<file path="src/rtl/prog_len_counter_pkg.sv">
package prog_len_counter_pkg;

    typedef enum logic [1:0] {
        MODE_HOLD = 2'b00,
        MODE_UP   = 2'b01,
        MODE_FREE = 2'b10,
        MODE_UPDN = 2'b11
    } cnt_mode_e;

    localparam int NUM_LEN = 4;

    // Width reduction for each length select code
    function automatic int len_cut(input int code);
        case (code)
            1:       return 4;
            2:       return 6;
            3:       return 8;
            default: return 0;
        endcase
    endfunction

endpackage

</file>
<file path="src/rtl/prog_len_counter_mask.sv">
module prog_len_counter_mask #(
    parameter int CNT_W = 16
) (
    input  logic [1:0]       len_sel,
    output logic [CNT_W-1:0] mask
);
    import prog_len_counter_pkg::*;

    logic [CNT_W-1:0] mask_tab [NUM_LEN];

    for (genvar g = 0; g < NUM_LEN; g++) begin : g_len
        localparam int BITS = CNT_W - len_cut(g);
        assign mask_tab[g] = {{(CNT_W-BITS){1'b0}}, {BITS{1'b1}}};
    end

    assign mask = mask_tab[len_sel];
endmodule

</file>
<file path="src/rtl/prog_len_counter_step.sv">
module prog_len_counter_step #(
    parameter int CNT_W = 16
) (
    input  logic [1:0]       mode,
    input  logic [CNT_W-1:0] cnt,
    input  logic             down,
    input  logic [CNT_W-1:0] period_m,
    input  logic [CNT_W-1:0] mask,
    output logic [CNT_W-1:0] nxt,
    output logic             nxt_down,
    output logic             wrap
);
    import prog_len_counter_pkg::*;

    logic [CNT_W-1:0] inc_m;
    logic [CNT_W-1:0] dec_m;
    logic             dir;

    assign inc_m = (cnt + 1'b1) & mask;
    assign dec_m = (cnt - 1'b1) & mask;

    always_comb begin
        nxt      = cnt;
        nxt_down = down;
        wrap     = 1'b0;
        dir      = down;
        case (cnt_mode_e'(mode))
            MODE_HOLD: begin
            end
            MODE_UP: begin
                if (cnt == period_m) begin
                    nxt      = '0;
                    wrap     = 1'b1;
                    nxt_down = 1'b0;
                end else begin
                    nxt = inc_m;
                end
            end
            MODE_FREE: begin
                nxt  = inc_m;
                wrap = (inc_m == '0);
            end
            MODE_UPDN: begin
                if (cnt >= period_m) dir = 1'b1;
                if (cnt == '0)       dir = 1'b0;
                nxt_down = dir;
                if (dir) begin
                    nxt  = dec_m;
                    wrap = (dec_m == '0);
                end else begin
                    nxt = inc_m;
                end
            end
            default: begin
            end
        endcase
    end
endmodule

</file>
<file path="src/rtl/prog_len_counter.sv">
module prog_len_counter #(
    parameter int CNT_W = 16
) (
    input  logic             clk,
    input  logic             rst_n,
    input  logic             tick,
    input  logic [1:0]       mode,
    input  logic [1:0]       len_sel,
    input  logic [CNT_W-1:0] period,
    input  logic             clr,
    input  logic             wr_en,
    input  logic [CNT_W-1:0] wr_data,
    input  logic             wrap_ack,
    output logic [CNT_W-1:0] count,
    output logic             count_down,
    output logic             wrap_flag
);
    typedef struct packed {
        logic [CNT_W-1:0] cnt;
        logic             down;
        logic             flag;
    } state_t;

    state_t           st_d, st_q;
    logic [CNT_W-1:0] mask;
    logic [CNT_W-1:0] step_nxt;
    logic             step_down;
    logic             step_wrap;

    prog_len_counter_mask #(.CNT_W(CNT_W)) u_mask (
        .len_sel (len_sel),
        .mask    (mask)
    );

    prog_len_counter_step #(.CNT_W(CNT_W)) u_step (
        .mode     (mode),
        .cnt      (st_q.cnt),
        .down     (st_q.down),
        .period_m (period & mask),
        .mask     (mask),
        .nxt      (step_nxt),
        .nxt_down (step_down),
        .wrap     (step_wrap)
    );

    always_comb begin
        st_d = st_q;
        if (wrap_ack) st_d.flag = 1'b0;
        if (clr) begin
            st_d.cnt  = '0;
            st_d.down = 1'b0;
        end else if (wr_en) begin
            st_d.cnt = wr_data & mask;
        end else if (tick) begin
            st_d.cnt  = step_nxt;
            st_d.down = step_down;
            if (step_wrap) st_d.flag = 1'b1;
        end
    end

    always_ff @(posedge clk or negedge rst_n) begin
        if (!rst_n) st_q <= '0;
        else        st_q <= st_d;
    end

    assign count      = st_q.cnt;
    assign count_down = st_q.down;
    assign wrap_flag  = st_q.flag;
endmodule

</file>
<file path="config.mk">
export PLATFORM = sky130hd
export DESIGN_NAME = prog_len_counter
export DESIGN_NICKNAME = d
export VERILOG_FILES = /design/src/rtl/prog_len_counter_pkg.sv /design/src/rtl/prog_len_counter_mask.sv /design/src/rtl/prog_len_counter_step.sv /design/src/rtl/prog_len_counter.sv
export SDC_FILE = /design/constraint.sdc
export NUM_CORES = 1
export LEC_CHECK = 0
export BUFFER_PORTS_ARGS = -buffer_cell sky130_fd_sc_hd__buf_2
export CORE_UTILIZATION = 35
export DETAILED_ROUTE_END_ITERATION = 16
export PLACE_DENSITY_LB_ADDON = 0.2
export SLEW_MARGIN = 20
export SYNTH_ARGS = -nofsm -noshare
export SYNTH_HDL_FRONTEND = slang
export SYNTH_HIERARCHICAL = 1
export SYNTH_SLANG_ARGS = --single-unit
</file>
<file path="constraint.sdc">
create_clock -name clk -period 3 [get_ports clk]
set_clock_uncertainty 0.1 [all_clocks]
set_input_delay 0.45 -clock clk [delete_from_list [all_inputs] [get_ports clk]]
set_output_delay 0.45 -clock clk [all_outputs]
set_load 0.05 [all_outputs]
</file>
* After elaboration in Yosys (flattened, before gate mapping)
Cells that the tools add are included.
Storage, ports and cells: bits in registers 18, input bits 42, output and inout bits 18, logic and storage cells 48
Operators by class: add/sub/neg operators 2, order comparisons 2, eq/ne operators 6, mux-type cells 21, bitwise logic cells 5, reduce and logical (&&, ||, !) cells 9
Operator list (count):
- 2-to-1 mux 16 bit | 5
- bitwise AND 16 bit | 4
- zero test 16 bit | 3
- one-hot mux 16 bit (3 select lines) | 1
- binary-select mux 16 bit (select 2 bit) | 1
- 2-to-1 mux 18 bit | 1
- 2-to-1 mux 17 bit | 1
- adder 16 x 1 -> 16 bit (second input constant) | 1
- equality test 16 bit | 1
- greater-or-equal comparator 16 bit | 1
- subtractor 16 x 1 -> 16 bit (second input constant) | 1
- 2-to-1 mux 1 bit | 9
- nonzero test 3 bit | 2
- nonzero test 5 bit | 1
- equality test 2 bit (second input constant) | 2
- AND reduction 4 bit | 1
- greater-or-equal comparator 3 bit (second input constant) | 1
- != test 3 x 2 -> 1 bit (second input constant) | 1
- NOT 2 -> 3 bit | 1
- one-hot mux 1 bit (3 select lines) | 1
- equality test 2 x 1 -> 1 bit (second input constant) | 1
- 2-to-1 mux 2 bit | 1
- != test 2 bit (second input constant) | 1
- one-hot mux 1 bit (2 select lines) | 1
- other kinds (2) | 2

* Longest topological paths before layout
depth after elaboration 15, gate-level depth with buffers 15, mapped depth without buffers 13

* Hierarchy
Netlist, hierarchy kept.
By module, submodules not included:
- prog_len_counter_step | times used 1, cells each 289, area each 1911.8 um^2, seq. area each 0.0 um^2
- prog_len_counter | times used 1, cells each 113, area each 1163.6 um^2, seq. area each 450.4 um^2
- prog_len_counter_mask | times used 1, cells each 17, area each 112.6 um^2, seq. area each 0.0 um^2

* Worst setup path after synthesis
OpenSTA, ideal clock, no wires.
path type input to register, from in len_sel[0], to reg st_q, in the netlist count[5], setup time 0.087 ns, data arrival time 3.155 ns, required time 2.813 ns, path slack -0.341 ns, stages 14, buffers on the path 1, path through nor2_1 > buf_4 > and2_1 > inv_1 > ha_1 > a21o_1 > a21o_1 > a22o_1 > nor4b_4 > nor2_1 > or3_1 > a211oi_1 > a211oi_2 > a211oi_2
On the way: longest elaborated chain between the ends 14, elaborated cells on any way between the ends 19, those cells by class order compare (1); eq/ne (1); mux (12); bitwise (5)
RTL lines:
- start, declared | RTL line prog_len_counter.sv:8 | input logic [1:0] len_sel,
- NOT 2 -> 3 bit (implied by the code) (*) | RTL line prog_len_counter_mask.sv:16 | assign mask = mask_tab[len_sel];
- binary-select mux 16 bit (select 2 bit) (*) | RTL line prog_len_counter_mask.sv:16
- 2-to-1 mux 16 bit (implied by the code) (*) (2 in a row) | RTL line prog_len_counter_mask.sv:16
- via mask[13] | RTL line prog_len_counter.sv:25 | logic [CNT_W-1:0] mask;
- bitwise AND 16 bit (*) | RTL line prog_len_counter.sv:39 | .period_m (period & mask),
- greater-or-equal comparator 16 bit | RTL line prog_len_counter_step.sv:44 | if (cnt >= period_m) dir = 1'b1;
- 2-to-1 mux 1 bit | RTL line prog_len_counter_step.sv:44
- 2-to-1 mux 1 bit | RTL line prog_len_counter_step.sv:45 | if (cnt == '0) dir = 1'b0;
- 2-to-1 mux 1 bit | RTL line prog_len_counter_step.sv:27 | case (cnt_mode_e'(mode))
- 2-to-1 mux 16 bit | RTL line prog_len_counter_step.sv:47 | if (dir) begin
- one-hot mux 16 bit (3 select lines) (*) | RTL line prog_len_counter_step.sv:27
- via step_nxt[5] | RTL line prog_len_counter.sv:26 | logic [CNT_W-1:0] step_nxt;
- 2-to-1 mux 18 bit (*) | RTL line prog_len_counter.sv:54 | end else if (tick) begin
- 2-to-1 mux 16 bit (*) | RTL line prog_len_counter.sv:52 | end else if (wr_en) begin
- 2-to-1 mux 17 bit (*) | RTL line prog_len_counter.sv:49 | if (clr) begin
- end signal, assigned | RTL line prog_len_counter.sv:63 | else st_q <= st_d;
- end, declared | RTL line prog_len_counter.sv:24 | state_t st_d, st_q;
The timed path passes the listed nets; every way through them passes the cells marked *. The select of a mux whose other input is x is not followed. A chain may end at the register's enable or synchronous reset.

* Final worst setup path
from in len_sel[0], to reg st_q, in the netlist count[14]
The elaborated chain is that of the path after synthesis.

==> results.sh <==
export IMPL_powerDensity_nw_per_um2=281
export IMPL_synthArstFlopShare=1.00
export IMPL_first_pass_iters=5
export IMPL_die_x_um=97.4
export IMPL_cts_sinks=18
export IMPL_met3_usage=0.0129
export IMPL_hold_path_class="primary input to async pin"
export IMPL_power_frac_seq=0.228
export IMPL_wl_per_cell_um=18.4
export IMPL_initial_core_util=0.364
export IMPL_switching_share=0.448
export IMPL_clock_path_buffers=2
export IMPL_grt_usage=0.235
export IMPL_layout_common_cells="buf_4, buf_2, nand2_1"
export IMPL_hpwl_mm=8.56
export IMPL_synthFlopType="dfrtp_1"
export IMPL_vdd_drop_max_mv=0.183
export IMPL_slowest_delay_ps=320
export IMPL_cts_made_buffers=3
export IMPL_grt_start_max_net_pins=34
export IMPL_crit_chain="buf_8, nor2_4, and2_4, inv_2, ha_4, nand4_1, nor4_2, nor3_1, nor4b_4, buf_4, nor3_4, nor4_1, a221o_1, a211oi_2, a211oi_1"
export IMPL_register_area_um2=453
export IMPL_setup_worst_path_start_class="primary input"
export IMPL_grt_util_met2=0.370
export IMPL_cts_tree="yes"
export IMPL_place_gp_congestion=0.894
export IMPL_finalWirelength_mm=11.4
export IMPL_final_util=0.487
export IMPL_io_pins=60
export IMPL_place_ws_ps=-689
export IMPL_clock_latency_ps=270
export IMPL_worstMarginPinSlew_ps=726
export IMPL_slew_violations=0
export IMPL_critPathKind="primary input to flip-flop"
export IMPL_maxSlewHeadroom=0.516
export IMPL_seq_area_frac_synth=0.141
export IMPL_failed_checks="negative setup slack"
export IMPL_diodes=0
export IMPL_p_clk_frac=0.168
export IMPL_top_usage_layer="met2"
export IMPL_netlist_area_um2=3190
export IMPL_comb_power_share=0.604
export IMPL_drt_iter0_drc=252
export IMPL_setup_viol=1
export IMPL_multi_input_area_um2=2730
export IMPL_num_rows=34
export IMPL_grt_pass1_wl_mm=18.0
export IMPL_path_clk_slew_ps=90
export IMPL_min_period_ps=3040
export IMPL_io_buffers=59
export IMPL_intPower_uw=662
export IMPL_critPathCaptureType="flip-flop"
export IMPL_ys_ff_latch=18
export IMPL_leakage_nw=1.87
export IMPL_chipHeight_um=97.4
export IMPL_finalNonFillerCells=618
export IMPL_areaGrowthSynthToFinish_pct=33.9
export IMPL_num_vias=3522
export IMPL_status="finished with violations"
export IMPL_grt_antenna_before_repair=0
export IMPL_crit_path_top_delay_cell="a221o_1"
export IMPL_fin_total_pwr_mw=1.20
export IMPL_fmax_mhz=329
export IMPL_layout_commonest_cell="buf_4"
export IMPL_drive_gt1_frac=0.422
export IMPL_dpl_cell_count=606
export IMPL_holdWs_ps=28.2
export IMPL_yosysWarningCount=6
export IMPL_ant_nets=0
export IMPL_worstPathRequired_ps=3030
export IMPL_overflow=0
export IMPL_synth_edff_count=0
export IMPL_die_area_um2=9490
export IMPL_grt_setup_unrepaired="true"
export IMPL_nets=572
export IMPL_drv_cap=0
export IMPL_root_buffer="clkbuf_8"
export IMPL_htree_levels=1
export IMPL_met1_usage=0.352
export IMPL_postCtsHoldBufs=0
export IMPL_power_switching_uw=537
export IMPL_finalCritPeriodShare=1.01
export IMPL_synth_distinct_cells=67
export IMPL_grt_pass1_vias=3370
export IMPL_avgSynthCellArea_um2=7.61
export IMPL_route_detailed_drc=0
export IMPL_routed_via_density=5.70
export IMPL_synth_cells=419
export IMPL_cp_data_arrival_time_ps=3070
export IMPL_core_um2=8760
export IMPL_fillers=874
export IMPL_worst_slack_ps=-36.4
export IMPL_path_max_fanout=6
export IMPL_hold_violations=0
==> routing by layer <==
metal / share of wire / routed length [µm]
met3: 0.056 / 636
met5: 0 / 0
met2: 0.46 / 5220
met4: 0.0095 / 108
met1: 0.48 / 5430
==> critical path, delay by kind of cell <==
kind                     cells  cell delay (ps)
AND/OR/NAND/NOR              8             1480
adder cells (fa/ha/maj)      1              260
AO/OA/AOI/OAI                3              580
buffers and inverters        3              290
==> worst paths after layout <==
check,startpoint,endpoint,slack [ps],depth (start not counted)
max reg2reg,count[0],count[14],60,12
min,rst_n,count[3],30,1
max in group asynchronous,rst_n,count[0],2400,1
min reg2reg,wrap_flag,wrap_flag,450,2
min in group clk,wrap_ack,wrap_flag,260,2
max,len_sel[0],count[14],-40,15
==> per-stage QoR <==
step	setup TNS, ps	area [µm²]
5_1_grt	-735	4270
3_5_place_dp	-7380	3880
4_1_cts	-21.0	4080
6_report	-36.4	4270
2_1_floorplan	-269	3290
3_3_place_gp	-6680	3880
==> Yosys cell counts (all sizes together), types with 13 or more instances <==
master  count  area, µm²
dfrtp      18        450
inv        26       97.6
a211oi     34        355
nand4      16        106
xor2       13        114
buf        28        205
nand3      14       70.1
nor2b      17        106
clkbuf     15       58.8
nor2       20       75.1
ha         19        238
a21oi      15       75.1
and2       22        138
nand2      42        158
==> flip-flops by register name (all words and copies together) (netlist names) <==
signal      count
count          16
count_down      1
wrap_flag       1
==> final cells by class <==
class | count | area share
clock buffer | 4 | 0.0105
sequential | 18 | 0.106
tap | 108 | 0.0316
inverter | 26 | 0.0240
multi-input combinational | 339 | 0.638
timing repair buffer | 123 | 0.189
==> power groups by stage <==
| stage | registers [mW] | logic (mW) | clock network (mW) |
|---|---|---|---|
| after floorplan | 0.329 | 0.369 | 0 |
| after global placement | 0.275 | 0.623 | 0 |
| after detailed placement | 0.275 | 0.626 | 0 |
| after CTS | 0.271 | 0.662 | 0.203 |
| after global routing | 0.275 | 0.777 | 0.210 |
| final | 0.274 | 0.724 | 0.201 |
==> cells by family (layout without fill, tap and decap cells) <==
family	Yosys count	in the layout	synth area share
simple gates	189	189	0.342
fa+ha+maj	19	19	0.0746
buf+inv	69	153	0.113
mux	4	4	0.0130
other cells	1	8	0.00118
compound gates	99	99	0.259
xor+xnor	20	20	0.0549
flops	18	18	0.141
==> timing repair <==
item                       CTS  global route
resized for setup           30            29
pin swaps                   20            11
setup endpoints to repair   16            16
setup buffers                3             5
Power figures use the tool's default switching activity.
